### src/rtl/ep_pkg.sv
package ep_pkg;
   typedef enum logic [1:0] {
      PK_NONE = 2'd0,
      PK_REQ  = 2'd1,
      PK_RSP  = 2'd2,
      PK_NACK = 2'd3
   } pk_kind_e;
endpackage

### src/rtl/ep_fifo.sv
module ep_fifo #(
   parameter int W     = 8,
   parameter int DEPTH = 4
) (
   input  logic         clk,
   input  logic         rst_n,
   input  logic         push,
   input  logic [W-1:0] push_data,
   input  logic         pop,
   output logic [W-1:0] head,
   output logic         full,
   output logic         empty
);
   localparam int AW = (DEPTH > 1) ? $clog2(DEPTH) : 1;
   localparam int CW = $clog2(DEPTH + 1);

   logic [W-1:0]  mem [DEPTH];
   logic [AW-1:0] rd_q, wr_q;
   logic [CW-1:0] cnt_q;
   logic          do_push, do_pop;

   assign full    = (cnt_q == CW'(DEPTH));
   assign empty   = (cnt_q == '0);
   assign do_push = push && !full;
   assign do_pop  = pop && !empty;
   assign head    = mem[rd_q];

   generate
      if (DEPTH == 1) begin : g_single
         always_ff @(posedge clk) begin
            rd_q <= '0;
            wr_q <= '0;
         end
      end else begin : g_ring
         always_ff @(posedge clk) begin
            if (!rst_n) begin
               rd_q <= '0;
               wr_q <= '0;
            end else begin
               if (do_push) wr_q <= (wr_q == AW'(DEPTH-1)) ? '0 : wr_q + 1'b1;
               if (do_pop)  rd_q <= (rd_q == AW'(DEPTH-1)) ? '0 : rd_q + 1'b1;
            end
         end
      end
   endgenerate

   always_ff @(posedge clk) begin
      if (do_push) mem[wr_q] <= push_data;
   end

   always_ff @(posedge clk) begin
      if (!rst_n)                  cnt_q <= '0;
      else if (do_push && !do_pop) cnt_q <= cnt_q + 1'b1;
      else if (do_pop && !do_push) cnt_q <= cnt_q - 1'b1;
   end
endmodule

### src/rtl/ep_slot_ctr.sv
module ep_slot_ctr #(
   parameter int K = 2
) (
   input  logic clk,
   input  logic rst_n,
   input  logic take,
   input  logic give,
   output logic avail
);
   localparam int CW = $clog2(K + 1);
   logic [CW-1:0] used_q;

   assign avail = (used_q < CW'(K));

   always_ff @(posedge clk) begin
      if (!rst_n) used_q <= '0;
      else begin
         case ({take && avail, give && (used_q != '0)})
            2'b10:   used_q <= used_q + 1'b1;
            2'b01:   used_q <= used_q - 1'b1;
            default: used_q <= used_q;
         endcase
      end
   end
endmodule

### src/rtl/ep_turnaround.sv
module ep_turnaround
   import ep_pkg::*;
#(
   parameter int       IDW     = 2,
   parameter int       TAGW    = 4,
   parameter int       NODE_ID = 0,
   parameter pk_kind_e KIND    = PK_RSP
) (
   input  logic [IDW-1:0]          req_src,
   input  logic [TAGW-1:0]         req_tag,
   output logic [2+2*IDW+TAGW-1:0] pkt
);
   assign pkt = {KIND, IDW'(NODE_ID), req_src, req_tag};
endmodule

### src/rtl/fetch_safe_endpoint.sv
module fetch_safe_endpoint
   import ep_pkg::*;
#(
   parameter int P       = 4,
   parameter int K       = 2,
   parameter int TAGW    = 4,
   parameter int NODE_ID = 0,
   parameter int IDW     = (P > 1) ? $clog2(P) : 1,
   parameter int PW      = 2 + 2*IDW + TAGW
) (
   input  logic            clk,
   input  logic            rst_n,
   input  logic            in_valid,
   input  logic [PW-1:0]   in_pkt,
   output logic            out_valid,
   output logic [PW-1:0]   out_pkt,
   input  logic            out_ready,
   input  logic            iss_valid,
   input  logic [IDW-1:0]  iss_dst,
   input  logic [TAGW-1:0] iss_tag,
   output logic            iss_ready,
   output logic            cpl_valid,
   output logic [PW-1:0]   cpl_pkt,
   input  logic            cpl_ready
);
   localparam int REQ_IN_D  = K * (P - 1);
   localparam int RSP_IN_D  = K;
   localparam int REQ_OUT_D = K;
   localparam int RSP_OUT_D = REQ_IN_D;

   generate
      if (P < 2)                      begin : g_bad_p  $error("P must be at least 2");        end
      if (K < 1)                      begin : g_bad_k  $error("K must be at least 1");        end
      if (NODE_ID >= P)               begin : g_bad_id $error("NODE_ID must be below P");     end
      if (PW != 2 + 2*IDW + TAGW)     begin : g_bad_pw $error("PW must match field widths");  end
   endgenerate

   pk_kind_e       in_kind, out_kind;
   logic [IDW-1:0] in_src, in_dst;
   logic           in_for_me;
   assign in_kind   = pk_kind_e'(in_pkt[PW-1 -: 2]);
   assign in_src    = in_pkt[PW-3 -: IDW];
   assign in_dst    = in_pkt[TAGW +: IDW];
   assign in_for_me = in_valid && (in_dst == IDW'(NODE_ID));

   logic req_in_full, req_in_empty, rsp_in_full, rsp_in_empty;
   logic req_out_full, req_out_empty, rsp_out_full, rsp_out_empty;
   logic [PW-1:0] req_in_head, req_out_head, rsp_out_head;
   logic [PW-1:0] reply_pkt, nack_pkt, iss_pkt;

   logic is_req, is_cmp, nack_push, hdl_go;
   assign is_req    = in_for_me && (in_kind == PK_REQ);
   assign is_cmp    = in_for_me && (in_kind == PK_RSP || in_kind == PK_NACK);
   assign nack_push = is_req && req_in_full && !rsp_out_full;
   assign hdl_go    = !req_in_empty && !rsp_out_full && !nack_push;

   ep_turnaround #(.IDW(IDW), .TAGW(TAGW), .NODE_ID(NODE_ID), .KIND(PK_RSP)) u_reply (
      .req_src (req_in_head[PW-3 -: IDW]),
      .req_tag (req_in_head[TAGW-1:0]),
      .pkt     (reply_pkt)
   );

   ep_turnaround #(.IDW(IDW), .TAGW(TAGW), .NODE_ID(NODE_ID), .KIND(PK_NACK)) u_nack (
      .req_src (in_src),
      .req_tag (in_pkt[TAGW-1:0]),
      .pkt     (nack_pkt)
   );

   ep_fifo #(.W(PW), .DEPTH(REQ_IN_D)) u_req_in (
      .clk, .rst_n,
      .push (is_req), .push_data (in_pkt), .pop (hdl_go),
      .head (req_in_head), .full (req_in_full), .empty (req_in_empty)
   );

   ep_fifo #(.W(PW), .DEPTH(RSP_OUT_D)) u_rsp_out (
      .clk, .rst_n,
      .push (nack_push || hdl_go), .push_data (nack_push ? nack_pkt : reply_pkt),
      .pop (out_ready),
      .head (rsp_out_head), .full (rsp_out_full), .empty (rsp_out_empty)
   );

   ep_fifo #(.W(PW), .DEPTH(RSP_IN_D)) u_rsp_in (
      .clk, .rst_n,
      .push (is_cmp), .push_data (in_pkt), .pop (cpl_ready),
      .head (cpl_pkt), .full (rsp_in_full), .empty (rsp_in_empty)
   );

   assign iss_pkt = {PK_REQ, IDW'(NODE_ID), iss_dst, iss_tag};

   ep_fifo #(.W(PW), .DEPTH(REQ_OUT_D)) u_req_out (
      .clk, .rst_n,
      .push (iss_valid && iss_ready), .push_data (iss_pkt),
      .pop (out_ready && rsp_out_empty),
      .head (req_out_head), .full (req_out_full), .empty (req_out_empty)
   );

   ep_slot_ctr #(.K(K)) u_slots (
      .clk, .rst_n,
      .take  (iss_valid && !req_out_full),
      .give  (cpl_valid && cpl_ready),
      .avail (iss_ready)
   );

   assign cpl_valid = !rsp_in_empty;
   assign out_valid = !rsp_out_empty || !req_out_empty;
   assign out_pkt   = rsp_out_empty ? req_out_head : rsp_out_head;
   assign out_kind  = pk_kind_e'(out_pkt[PW-1 -: 2]);
endmodule

### config.mk
export PLATFORM = sky130hd
export DESIGN_NAME = fetch_safe_endpoint
export DESIGN_NICKNAME = d
export VERILOG_FILES = /design/src/rtl/ep_pkg.sv /design/src/rtl/ep_fifo.sv /design/src/rtl/ep_slot_ctr.sv /design/src/rtl/ep_turnaround.sv /design/src/rtl/fetch_safe_endpoint.sv
export SDC_FILE = /design/constraint.sdc
export NUM_CORES = 1
export LEC_CHECK = 0
export ABC_AREA = 0
export BUFFER_PORTS_ARGS = -buffer_cell sky130_fd_sc_hd__buf_2
export CORE_ASPECT_RATIO = 0.8
export CORE_MARGIN = 5
export CORE_UTILIZATION = 35
export CTS_BUF_LIST = sky130_fd_sc_hd__clkbuf_8 sky130_fd_sc_hd__clkbuf_16
export DETAILED_ROUTE_END_ITERATION = 8
export PLACE_DENSITY = 0.52
export SYNTH_ARGS = -nofsm -noshare
export SYNTH_HDL_FRONTEND = slang
export SYNTH_HIERARCHICAL = 1
export SYNTH_SLANG_ARGS = --single-unit
### constraint.sdc
create_clock -name clk -period 9.45 [get_ports clk]
set_input_delay 2.3625 -clock clk [delete_from_list [all_inputs] [get_ports clk]]
set_output_delay 2.3625 -clock clk [all_outputs]
set_load 0.03 [all_outputs]
# Word-level counts from Yosys, hierarchy flattened
# Memories as Yosys holds them, arrays and structs flattened. A register that Yosys moved wholly into a read port is not among the register bits.
# Cells that the tools add are included.
[word_totals]
ff_bits = 28
ram_bits = 146
in_bits = 22
wordCells = 143
mem_count = 4
[op_classes]
addsub = 18
order_cmp = 1
n_eq_ne = 13
n_mux = 35
reduce_logical = 59
[mem_list]
columns = ["name", "depth", "word_bits", "read_ports", "rd_ports_with_merged_regs", "wr", "line", "text"]
rows = [
  ["u_req_in.mem", 6, 10, 1, 1, 1, "ep_fifo.sv:17", "logic [W-1:0] mem [DEPTH];"],
  ["u_rsp_out.mem", 6, 9, 1, 1, 1, "ep_fifo.sv:17", ""],
  ["u_rsp_in.mem", 2, 10, 1, 1, 1, "ep_fifo.sv:17", ""],
  ["u_req_out.mem", 2, 6, 1, 1, 1, "ep_fifo.sv:17", ""],
]
[ops]
columns = ["op", "count"]
rows = [
  ["2-to-1 mux 3 bit", 12],
  ["logical AND 1 bit", 28],
  ["adder 3 x 1 -> 3 bit (second input constant)", 6],
  ["equality test 3 bit (second input constant)", 6],
  ["zero test 1 bit", 17],
  ["2-to-1 mux 1 bit", 16],
  ["nonzero test 2 bit", 6],
  ["equality test 2 bit (second input constant)", 5],
  ["2-to-1 mux 10 bit", 1],
  ["2-to-1 mux 9 bit", 1],
  ["2-to-1 mux 2 bit", 4],
  ["adder 2 x 1 -> 2 bit (second input constant)", 3],
  ["zero test 2 bit", 3],
  ["zero test 3 bit", 2],
  ["subtractor 2 x 1 -> 2 bit (second input constant)", 3],
  ["subtractor 3 x 1 -> 3 bit (second input constant)", 2],
  ["adder 1 bit (second input constant)", 4],
  ["equality test 2 x 1 -> 1 bit (second input constant)", 2],
  ["one-hot mux 2 bit (2 select lines)", 1],
  ["logical OR 1 bit", 3],
  ["less-than comparator 2 bit (second input constant)", 1],
]

# Depth between registers and ports, before layout
# Gate-level depths: netlist of run 1.
[depth]
word_depth = 13
ltp_mapped = 13
depth_no_buf = 12

# Hierarchy
# Netlist of run 1, hierarchy kept.
[by_module_without_submodules]
columns = ["mod", "instances", "cells_each", "area_per_inst_um2"]
rows = [
  ["ep_fifo at u_req_in", 1, 151, 2813.9],
  ["ep_fifo at u_rsp_out", 1, 175, 2802.7],
  ["ep_fifo at u_req_out ...", 2, 57, 945.9],
  ["fetch_safe_endpoint", 1, 38, 365.4],
  ["ep_turnaround", 2, 12, 82.6],
  ["ep_slot_ctr", 1, 12, 110.1],
]

# Worst setup path before layout of run 1
# Ideal clock, no wire load.
[synth_path]
kind = "input-to-reg"
startpoint = "input port in_pkt[5]"
endpoint = "register u_rsp_out.cnt_q[2]"
setup_ns = 0.070
arrival_time_ns = 4.937
path_slack_ns = 4.443
stages = 11
path_buffers = 1
cell_sequence = "or3b_1 -> or4_4 -> buf_6 -> o21ai_0 -> and2_1 -> ha_1 -> inv_1 -> fa_1 -> xor2_1 -> or3_1 -> a21oi_1"
[synth_via]
elab_chain_len = 12
elab_cells_between_ends = 14
classes_between = "mux: 1; reduce/logical: 13"
[synth_lines]
columns = ["item", "line", "text"]
rows = [
  ["start: declaration", "fetch_safe_endpoint.sv:14", "input logic [PW-1:0] in_pkt,"],
  ["zero test 2 bit *", "fetch_safe_endpoint.sv:44", "assign in_for_me = in_valid && (in_dst == IDW'(NODE_ID));"],
  ["logical AND 1 bit *", "fetch_safe_endpoint.sv:44", ""],
  ["logical AND 1 bit *", "fetch_safe_endpoint.sv:52", "assign is_req = in_for_me && (in_kind == PK_REQ);"],
  ["logical AND 1 bit * (2 in series)", "fetch_safe_endpoint.sv:54", "assign nack_push = is_req && req_in_full && !rsp_out_full;"],
  ["zero test 1 bit", "fetch_safe_endpoint.sv:55", "assign hdl_go = !req_in_empty && !rsp_out_full && !nack_push;"],
  ["logical AND 1 bit", "fetch_safe_endpoint.sv:55", ""],
  ["logical OR 1 bit *", "fetch_safe_endpoint.sv:77", ".push (nack_push || hdl_go), .push_data (nack_push ? nack_pkt : reply_pkt),"],
  ["logical AND 1 bit *", "ep_fifo.sv:24", "assign do_push = push && !full;"],
  ["via u_rsp_out.do_push", "ep_fifo.sv:20", "logic do_push, do_pop;"],
  ["zero test 1 bit", "ep_fifo.sv:54", "else if (do_pop && !do_push) cnt_q <= cnt_q - 1'b1;"],
  ["logical AND 1 bit", "ep_fifo.sv:54", ""],
  ["nonzero test 2 bit (no source line)", "n/a", ""],
  ["end signal: assignment", "ep_fifo.sv:53", "else if (do_push && !do_pop) cnt_q <= cnt_q + 1'b1;"],
  ["end signal: assignment", "ep_fifo.sv:54", ""],
  ["end: declaration", "ep_fifo.sv:19", "logic [CW-1:0] cnt_q;"],
]
# The timed path passes the listed nets; every way through them passes the cells marked *.
# A chain may end at the register's enable or synchronous reset.

# Worst setup path after layout of run 1
[layout_path]
startpoint = "input port in_pkt[5]"
endpoint = "memory u_rsp_out/mem[1][7] (netlist bit) (enable)"
[layout_via]
elab_chain_len = 11
[layout_lines]
columns = ["item", "line", "text"]
rows = [
  ["zero test 2 bit *", "fetch_safe_endpoint.sv:44", ""],
  ["logical AND 1 bit *", "fetch_safe_endpoint.sv:44", ""],
  ["logical AND 1 bit *", "fetch_safe_endpoint.sv:52", ""],
  ["logical AND 1 bit * (2 in series)", "fetch_safe_endpoint.sv:54", ""],
  ["zero test 1 bit", "fetch_safe_endpoint.sv:55", ""],
  ["logical AND 1 bit", "fetch_safe_endpoint.sv:55", ""],
  ["logical OR 1 bit *", "fetch_safe_endpoint.sv:77", ""],
  ["logical AND 1 bit *", "ep_fifo.sv:24", ""],
  ["2-to-1 mux 1 bit *", "ep_fifo.sv:48", "if (do_push) mem[wr_q] <= push_data;"],
  ["2-to-1 mux 1 bit (not written as such) *", "ep_fifo.sv:48", ""],
  ["end: declaration", "ep_fifo.sv:17", ""],
]
# Every way passes the cells marked *; elsewhere a longest branch is shown, timed or not.

==> impl_results.md, run 1 <==
- Arr. time, crit path: 5150 ps
- Postcts setup bufs: 0
- Critical path class: in2reg
- Synth Warn #: 6
- CP startpoint kind: primary input
- CTS max path bufs: 2
- Reg2Reg Depth: 6
- CP peak stage delay: 1050 ps
- Worst reg2reg endpoint: u_rsp_out/mem[1][7]
- Number of max-cap violations: 0
- Final Hold Viols: 0
- Worst vdd ir: 0.182 mV
- Post-CTS Resized: 0
- Vias per cell: 4.72
- Critical path cell sequence: buf_2, or3b_1, or4_4, o21ai_0, nand3_1, nor3_1
- DR iter-0 viols: 260
- Tot GR Track Use: 11.4%
- Met3 routed WL: 596 µm
- Most frequent cells in the layout: edfxtp_1 (136), buf_2 (44), dfxtp_1 (36)
- Filler Cells Inserted: 1865
- Crit path capture type: register
- Commonest non-fill, non-tap cell in the layout: edfxtp_1
- Reg2reg start: u_rsp_out/cnt_q[0]
- Pwr Total: 2.10 mW
- Die area: 0.0237 mm²
- Clock skew: 10.8 ps
- Period minus WS final: 5120 ps
- Cell Area, Synth: 0.00725 mm²
- Ratio of cells with drive above 1 in the final layout: 24.5%
- Pwr dens: 256 mW/mm²
- Routed vias: 3798
- DR top layer: met4
- Remaining DRCs: 0
- RD Place Congestion: 0.754
- Non-Filler Instances: 804
- Slowest cell on the critical path: nor3_1
- Number of antenna violations at the first check in global routing: 0
- Setup violators final: 0
- CTS tree: built
- Critical path peak fanout: 11
- Worst Tran Pin Value: 1310 ps
- Post-Syn Instances: 478
- H-Tree Level Count: 4
- Hold wc startpoint: u_rsp_out/rd_q[2]
- Number of global-route vias before repair: 3734
- Data required, critical path: 9470 ps
- Post-Route WL: 13100 µm
- Hold path cells: 2
- Global-route wire length before repair: 20800 µm
- Pins over their slew limit: 0
- CTS buffer count: 17
- Clk slew on worst S/H paths: 60 ps
- Total global routing overflow: 0
- Drt wl/cell: 16.3 µm
- Nets: 551
- CTS Hold Bufs: 0
- Routed length on met2: 6070 µm
- Initial Util: 35.3%
- Status: finished, final reports clean
- Period utilisation layout: 54.2%
- Core area: 0.0205 mm²
- Die width: 171 µm
- Io pins: 45
- Skew-Pair Late Insertion Delay: 420 ps
- Dpl hpwl: 9280 µm
- Antenna viol nets, final: 0
- Internal reg-to-reg setup slack: 5970 ps
- Die H: 139 µm
- Placed cell count: 772
- N_diodes: 0
- Syn avg cell area: 15.2 µm²
- Area grow syn2layout: 13.1%
- HP Class: reg2reg
- Final TNS setup: 0 ps
- Rows: 47
- Fmax achieved: 0.195 GHz
- DRT Pass-1 Iters: 4
- RSZ-0062 raised after global routing: false
- Number of port buffers: 44
- Slew margin rel.: 11.9%
- P_leak: 2.88 nW
- Root buffer cell: clkbuf_16
- Length of routed wiring on met1: 6330 µm
- Largest net degree at the start of global routing: 31
- Clk sinks: 172
- Endpoint, Worst Hold: u_rsp_out/rd_q[2]
-- per-stage QoR --
stage / setup WS, ps / cell area [µm²] / hold slack [ps] / util [%]
after floorplan: 4440 / 7290 / 454 / -
after global placement: 4050 / 7640 / 470 / 37.2
after detailed placement: 3900 / 7640 / 481 / 37.2
after CTS: 4290 / 8200 / 495 / 40.0
after global routing: 4090 / 8200 / 531 / 40.0
final: 4330 / 8200 / 501 / 40.0
-- power by group --
| part | switching, mW | internal, mW |
|---|---|---|
| clock network | 0.294 | 0.367 |
| logic | 0.296 | 0.204 |
| registers | 0.0615 | 0.872 |
-- registers in the layout (all words and copies together) (netlist names), 20 cells and up, named ones only --
name	cells
u_rsp_in/mem	20
u_rsp_out/mem	60
u_req_in/mem	36
u_req_out/mem	20
-- critical path, delay by kind of cell --
family          cells  cell delay (ps)
compound gates      1              270
simple gates        4             2390
buf+inv             1              110
-- routing by layer --
| metal | vias up | global-route usage (%) |
|---|---|---|
| met5 | - | 0 |
| met4 | 0 | 3.75 |
| met3 | 8 | 3.19 |
| met2 | 84 | 17.2 |
| met1 | 1855 | 15.9 |
| li1 | 1851 | - |
-- worst max-delay path by stage --
| stage | cells past startpoint | from | to |
|---|---|---|---|
| after global routing | 6 | in_pkt[5] | u_rsp_out/mem[1][7] |
| after global placement | 6 | in_pkt[5] | u_rsp_out/mem[1][3] |
| after detailed placement | 6 | in_pkt[5] | u_rsp_out/mem[1][8] |
| after floorplan | 11 | in_pkt[5] | u_rsp_out/cnt_q[2] |
| final | 6 | in_pkt[5] | u_rsp_out/mem[1][7] |
| after CTS | 4 | register | out_pkt[2] |
-- final cells by class --
cell class / count / area, µm² / share of cell area [%]
multi-input combinational: 265 / 2180 / 26.5
sequential: 172 / 4800 / 58.6
timing repair buffer: 49 / 258 / 3.14
tap: 269 / 337 / 4.10
clock inverter: 15 / 136 / 1.66
inverter: 17 / 63.8 / 0.778
clock buffer: 17 / 425 / 5.19
Power figures use the tool's default switching activity.
==> run 2: changes to the inputs <==
Settings changed: PLACE_DENSITY 0.52 to 0.53.
Clock period 9.45 ns to 4.3 ns, I/O delays scaled along.
==> run 2 against run 1 <==
Clock power is 150% higher. Wire length is 2.6% higher. Critical path depth is 1 lower. Flip-flop and latch count stayed put. Worst setup slack worse by 3700 ps. Die area stayed put. Total power is 130% higher. Critical path type is now reg2out.
==> impl_results.md, run 2 (same netlist as run 1, synthesis figures left out) <==
- H-Tree Level Count: 4
- Global-route wire length before repair: 21200 µm
- Pins over their slew limit: 0
- Remaining DRCs: 0
- Placed cell count: 783
- DRT Pass-1 Iters: 4
- Largest registers: u_rsp_out/mem x60, u_req_in/mem x36
- CTS tree: built
- Clock skew: 7.19 ps
- Root buffer cell: clkbuf_16
- Post-CTS Resized: 0
- Most flops, register: u_rsp_out/mem
- Period minus WS final: 3710 ps
- Layout Utilization: 40.8%
- Ratio of cells with drive above 1 in the final layout: 26.4%
- Arr. time, crit path: 2640 ps
- Final TNS setup: 0 ps
- Post-route setup slack: 589 ps
- CP startpoint kind: register
- Nets: 562
- Number of global-route vias before repair: 3918
- DR iter-0 viols: 205
- Postcts setup bufs: 0
- Slew margin rel.: 36.4%
- Initial Util: 35.3%
- Clk slew on worst S/H paths: 60 ps
- Drt wl/cell: 16.5 µm
- Skew-Pair Late Insertion Delay: 420 ps
- Routed vias: 3778
- Commonest non-fill, non-tap cell in the layout: edfxtp_1
- Clk sinks: 172
- Die width: 171 µm
- Period utilisation layout: 86.3%
- Crit path capture type: output pin
- Design Area, Final: 0.00836 mm²
- Internal reg-to-reg setup slack: 1200 ps
- CTS Hold Bufs: 0
- Worst vdd ir: 0.346 mV
- Vias per cell: 4.64
- Die H: 139 µm
- N_diodes: 0
- Non-Filler Instances: 815
- Tot GR Track Use: 11.8%
- Rows: 47
- Total global routing overflow: 0
- Dpl hpwl: 9260 µm
- Antenna viol nets, final: 0
- Die area: 0.0237 mm²
- Post-Route WL: 13500 µm
- CTS max path bufs: 2
- CTS buffer count: 17
- Number of port buffers: 44
- RD Place Congestion: 0.752
- Data required, critical path: 3220 ps
- Number of antenna violations at the first check in global routing: 0
- P_leak: 2.97 nW
- Core area: 0.0205 mm²
- RSZ-0062 raised after global routing: false
- Largest net degree at the start of global routing: 22
- Setup violators final: 0
- Area grow syn2layout: 15.4%
- HP Class: reg2reg
- Number of max-cap violations: 0
- Critical path class: reg2out
- Status: finished, final reports clean
- Pre-CTS worst setup slack: 421 ps
- Placed cell areas: 0.00772 mm²
- Io pins: 45
- Pwr dens: 576 mW/mm²
- Critical path peak fanout: 12
- Most frequent cells in the layout: edfxtp_1 (136), buf_2 (44), dfxtp_1 (36)
- Worst Tran Pin Value: 950 ps
- Fmax achieved: 0.269 GHz
- Max FFs per register: 60
- Final Hold Viols: 0
run 2: final timing paths:
path / startpoint / endpoint / cells past startpoint
setup / recovery: register / out_pkt[0] / 5
hold / removal: u_req_in/rd_q[2] / u_req_in/rd_q[2] / 2
setup reg to reg: u_rsp_out/cnt_q[0] / u_rsp_out/cnt_q[2] / 11
hold reg to reg: u_req_in/rd_q[2] / u_req_in/rd_q[2] / 2
run 2: layer usage:
metal  track usage, %  vias to the layer above  share of wire, %
met5                0                        -                 0
met4             3.38                        0              0.97
met3             3.36                        6               3.0
met2             18.8                       56                48
met1             15.7                     1842                48
li1                 -                     1874                 -
run 2: power by group:
group          leakage [nW]  internal [mW]  switching [mW]
Sequential             1.52           1.92           0.127
Combinational          1.14          0.456           0.675
Clock                 0.310           1.00           0.639
Total                  2.97           3.37            1.44
run 2: final cells by class:
| type | count | area [µm²] |
|---|---|---|
| Multi-Input combinational cell | 265 | 2180 |
| Inverter | 17 | 63.8 |
| Timing Repair Buffer | 60 | 340 |
| Clock buffer | 18 | 439 |
| Tap cell | 269 | 337 |
| Fill cell | 1868 | 12200 |
| Sequential cell | 172 | 4800 |
| Clock inverter | 14 | 204 |
run 2: stage by stage:
stage	hold slack (ps)	power, mW
3_3_place_gp	468	3.19
4_1_cts	486	4.88
3_5_place_dp	476	3.23
5_1_grt	524	5.04
6_report	481	4.82
2_1_floorplan	454	2.90
run 2: critical path: stages (launching register included):
cell and delay, ps:
dfxtp_1 680, nand2b_1 490, a211oi_1 90, a221oi_1 500, mux2_2 260, buf_2 190
==> run 3: changes to the inputs <==
Settings changed: CAP_MARGIN set to 15, HOLD_SLACK_MARGIN set to 0.15.
Clock period 4.3 ns to 3.3 ns, I/O delays scaled along.
==> run 3 against run 2 <==
Cell area rose by 0.28%. Flip-flop and latch count did not move. Critical path depth rose by 1. Worst hold slack improved by 12 ps. Clock skew fell by 1.8 ps. Wire length fell by 0.87%. Combinational power rose by 36%. Core utilization rose by 0.12 points. Largest cell class unchanged. Die area did not move.
==> impl_results.md, run 3 (same netlist as run 1, synthesis figures left out) <==
- Rows: 47
- Met2 usage: 18.4%
- Combinational Power Share: 25.4%
- Clk slew on worst S/H paths: 60 ps
- Slew margin rel.: 40.4%
- Filler Cells Inserted: 1876
- Skew-Pair Late Insertion Delay: 420 ps
- Buf+Inv Stages, Crit Path: 2
- Slowest cell on the critical path: nand2b_1
- Number of global-route vias before repair: 3938
- Remaining DRCs: 0
- Most frequent cells in the layout: edfxtp_1 (136), buf_2 (44), dfxtp_1 (36)
- Number of port buffers: 44
- Most flops, register: u_rsp_out/mem
- Nets: 573
- Internal power: 4.23 mW
- Core area: 0.0205 mm²
- Clock Power Share: 31.1%
- Pins over their slew limit: 0
- Critical path cell sequence: nand2b_1, a211oi_1, a221oi_1, buf_4, mux2_2, buf_2
- Die width: 171 µm
- DRT Pass-1 Iters: 4
- Post-Route WL: 13300 µm
- CTS max path bufs: 2
- Dpl hpwl: 9280 µm
- Pwr Total: 6.06 mW
- H-Tree Level Count: 4
- Grt met1 use: 16.5%
- Pwr dens: 723 mW/mm²
- Worst Tran Pin Value: 889 ps
- Number of max-cap violations: 0
- Worst vdd ir: 0.483 mV
- DR iter-0 viols: 209
- Status: finished, final reports clean
- Fmax achieved: 0.332 GHz
- Post-CTS Resized: 0
- Root buffer cell: clkbuf_16
- CTS buffer count: 17
- Critical path class: reg2out
- Post-route setup slack: 283 ps
- Total global routing overflow: 0
- Max FFs per register: 60
- Period utilisation layout: 91.4%
- Drt wl/cell: 16.2 µm
- RSZ-0062 raised after global routing: false
- Setup violators final: 0
- Met3 usage: 2.56%
- Tot GR Track Use: 11.8%
- Routed vias: 3853
- Number of antenna violations at the first check in global routing: 0
- CP startpoint kind: register
- Crit path capture type: output pin
- Switching share of power: 30.2%
- Period minus WS final: 3020 ps
- Hold wc startpoint: u_rsp_out/rd_q[2]
- Reg2reg start: u_rsp_out/cnt_q[0]
- Postcts setup bufs: 0
- Pre-CTS worst setup slack: -72.7 ps
- Vias per cell: 4.66
- Non-Filler Instances: 826
- Die H: 139 µm
- HP Class: reg2reg
- Largest registers: u_rsp_out/mem x60, u_req_in/mem x36
- N_diodes: 0
- Largest net degree at the start of global routing: 31
- Global route hottest layer: met2
- Ratio of cells with drive above 1 in the final layout: 27.8%
- Final TNS setup: 0 ps
- Global-route wire length before repair: 21400 µm
- Data required, critical path: 2470 ps
- Initial Util: 35.3%
- Clock skew: 5.44 ps
- Critical path peak fanout: 10
- Clk sinks: 172
- P_leak: 3.00 nW
- Arr. time, crit path: 2190 ps
- RD Place Congestion: 0.752
- Antenna viol nets, final: 0
- Area grow syn2layout: 15.7%
- Reg power frac: 43.5%
- Placed cell count: 794
- Total net switching power: 1.83 mW
- CTS Hold Bufs: 0
- CP top delay family: simple AND/OR/NAND/NOR gates
- CP peak stage delay: 450 ps
- CTS tree: built
- Commonest non-fill, non-tap cell in the layout: edfxtp_1
- Io pins: 45
- Final Hold Viols: 0
- Die area: 0.0237 mm²
run 3: worst min-delay path, delay by kind of cell, from the launching register on:
family / cells / cell delay (ps)
flops: 1 / 320
simple gates: 1 / 70
compound gates: 1 / 60
run 3: through the flow:
stage,hold WS (ps),instance area (µm²),util [%]
after global routing,520,8390,40.9
after CTS,502,8390,40.9
after floorplan,454,7320,-
after global placement,471,7830,38.2
final,494,8390,40.9
after detailed placement,483,7830,38.2
run 3: final timing paths:
path,to,slack [ps],cells after the start
max,out_pkt[1],280,6
min,u_rsp_out/rd_q[2],490,2
max reg2reg,u_rsp_out/cnt_q[2],440,11
min reg2reg,u_rsp_out/rd_q[2],490,2
run 3: area by class of cell:
class / instances / area [µm²] / share of cell area (%)
clock inverter: 15 / 133 / 1.58
clock buffer: 17 / 425 / 5.07
sequential: 172 / 4800 / 57.3
timing repair buffer: 71 / 423 / 5.04
multi-input combinational: 265 / 2200 / 26.3
tap: 269 / 337 / 4.01
inverter: 17 / 63.8 / 0.761
run 3: power groups by stage:
stage / sequential, mW / clock, mW / combinational [mW]
2_1_floorplan: 2.62 / 0 / 1.17
4_1_cts: 2.64 / 1.94 / 1.57
5_1_grt: 2.66 / 2.03 / 1.68
3_5_place_dp: 2.69 / 0 / 1.56
6_report: 2.63 / 1.88 / 1.54
3_3_place_gp: 2.68 / 0 / 1.54
run 3: per-layer routing:
metal / routed length [µm] / vias up
met5: 0 / -
met4: 173 / 0
met3: 435 / 15
met2: 6220 / 53
met1: 6510 / 1893
li1: - / 1892
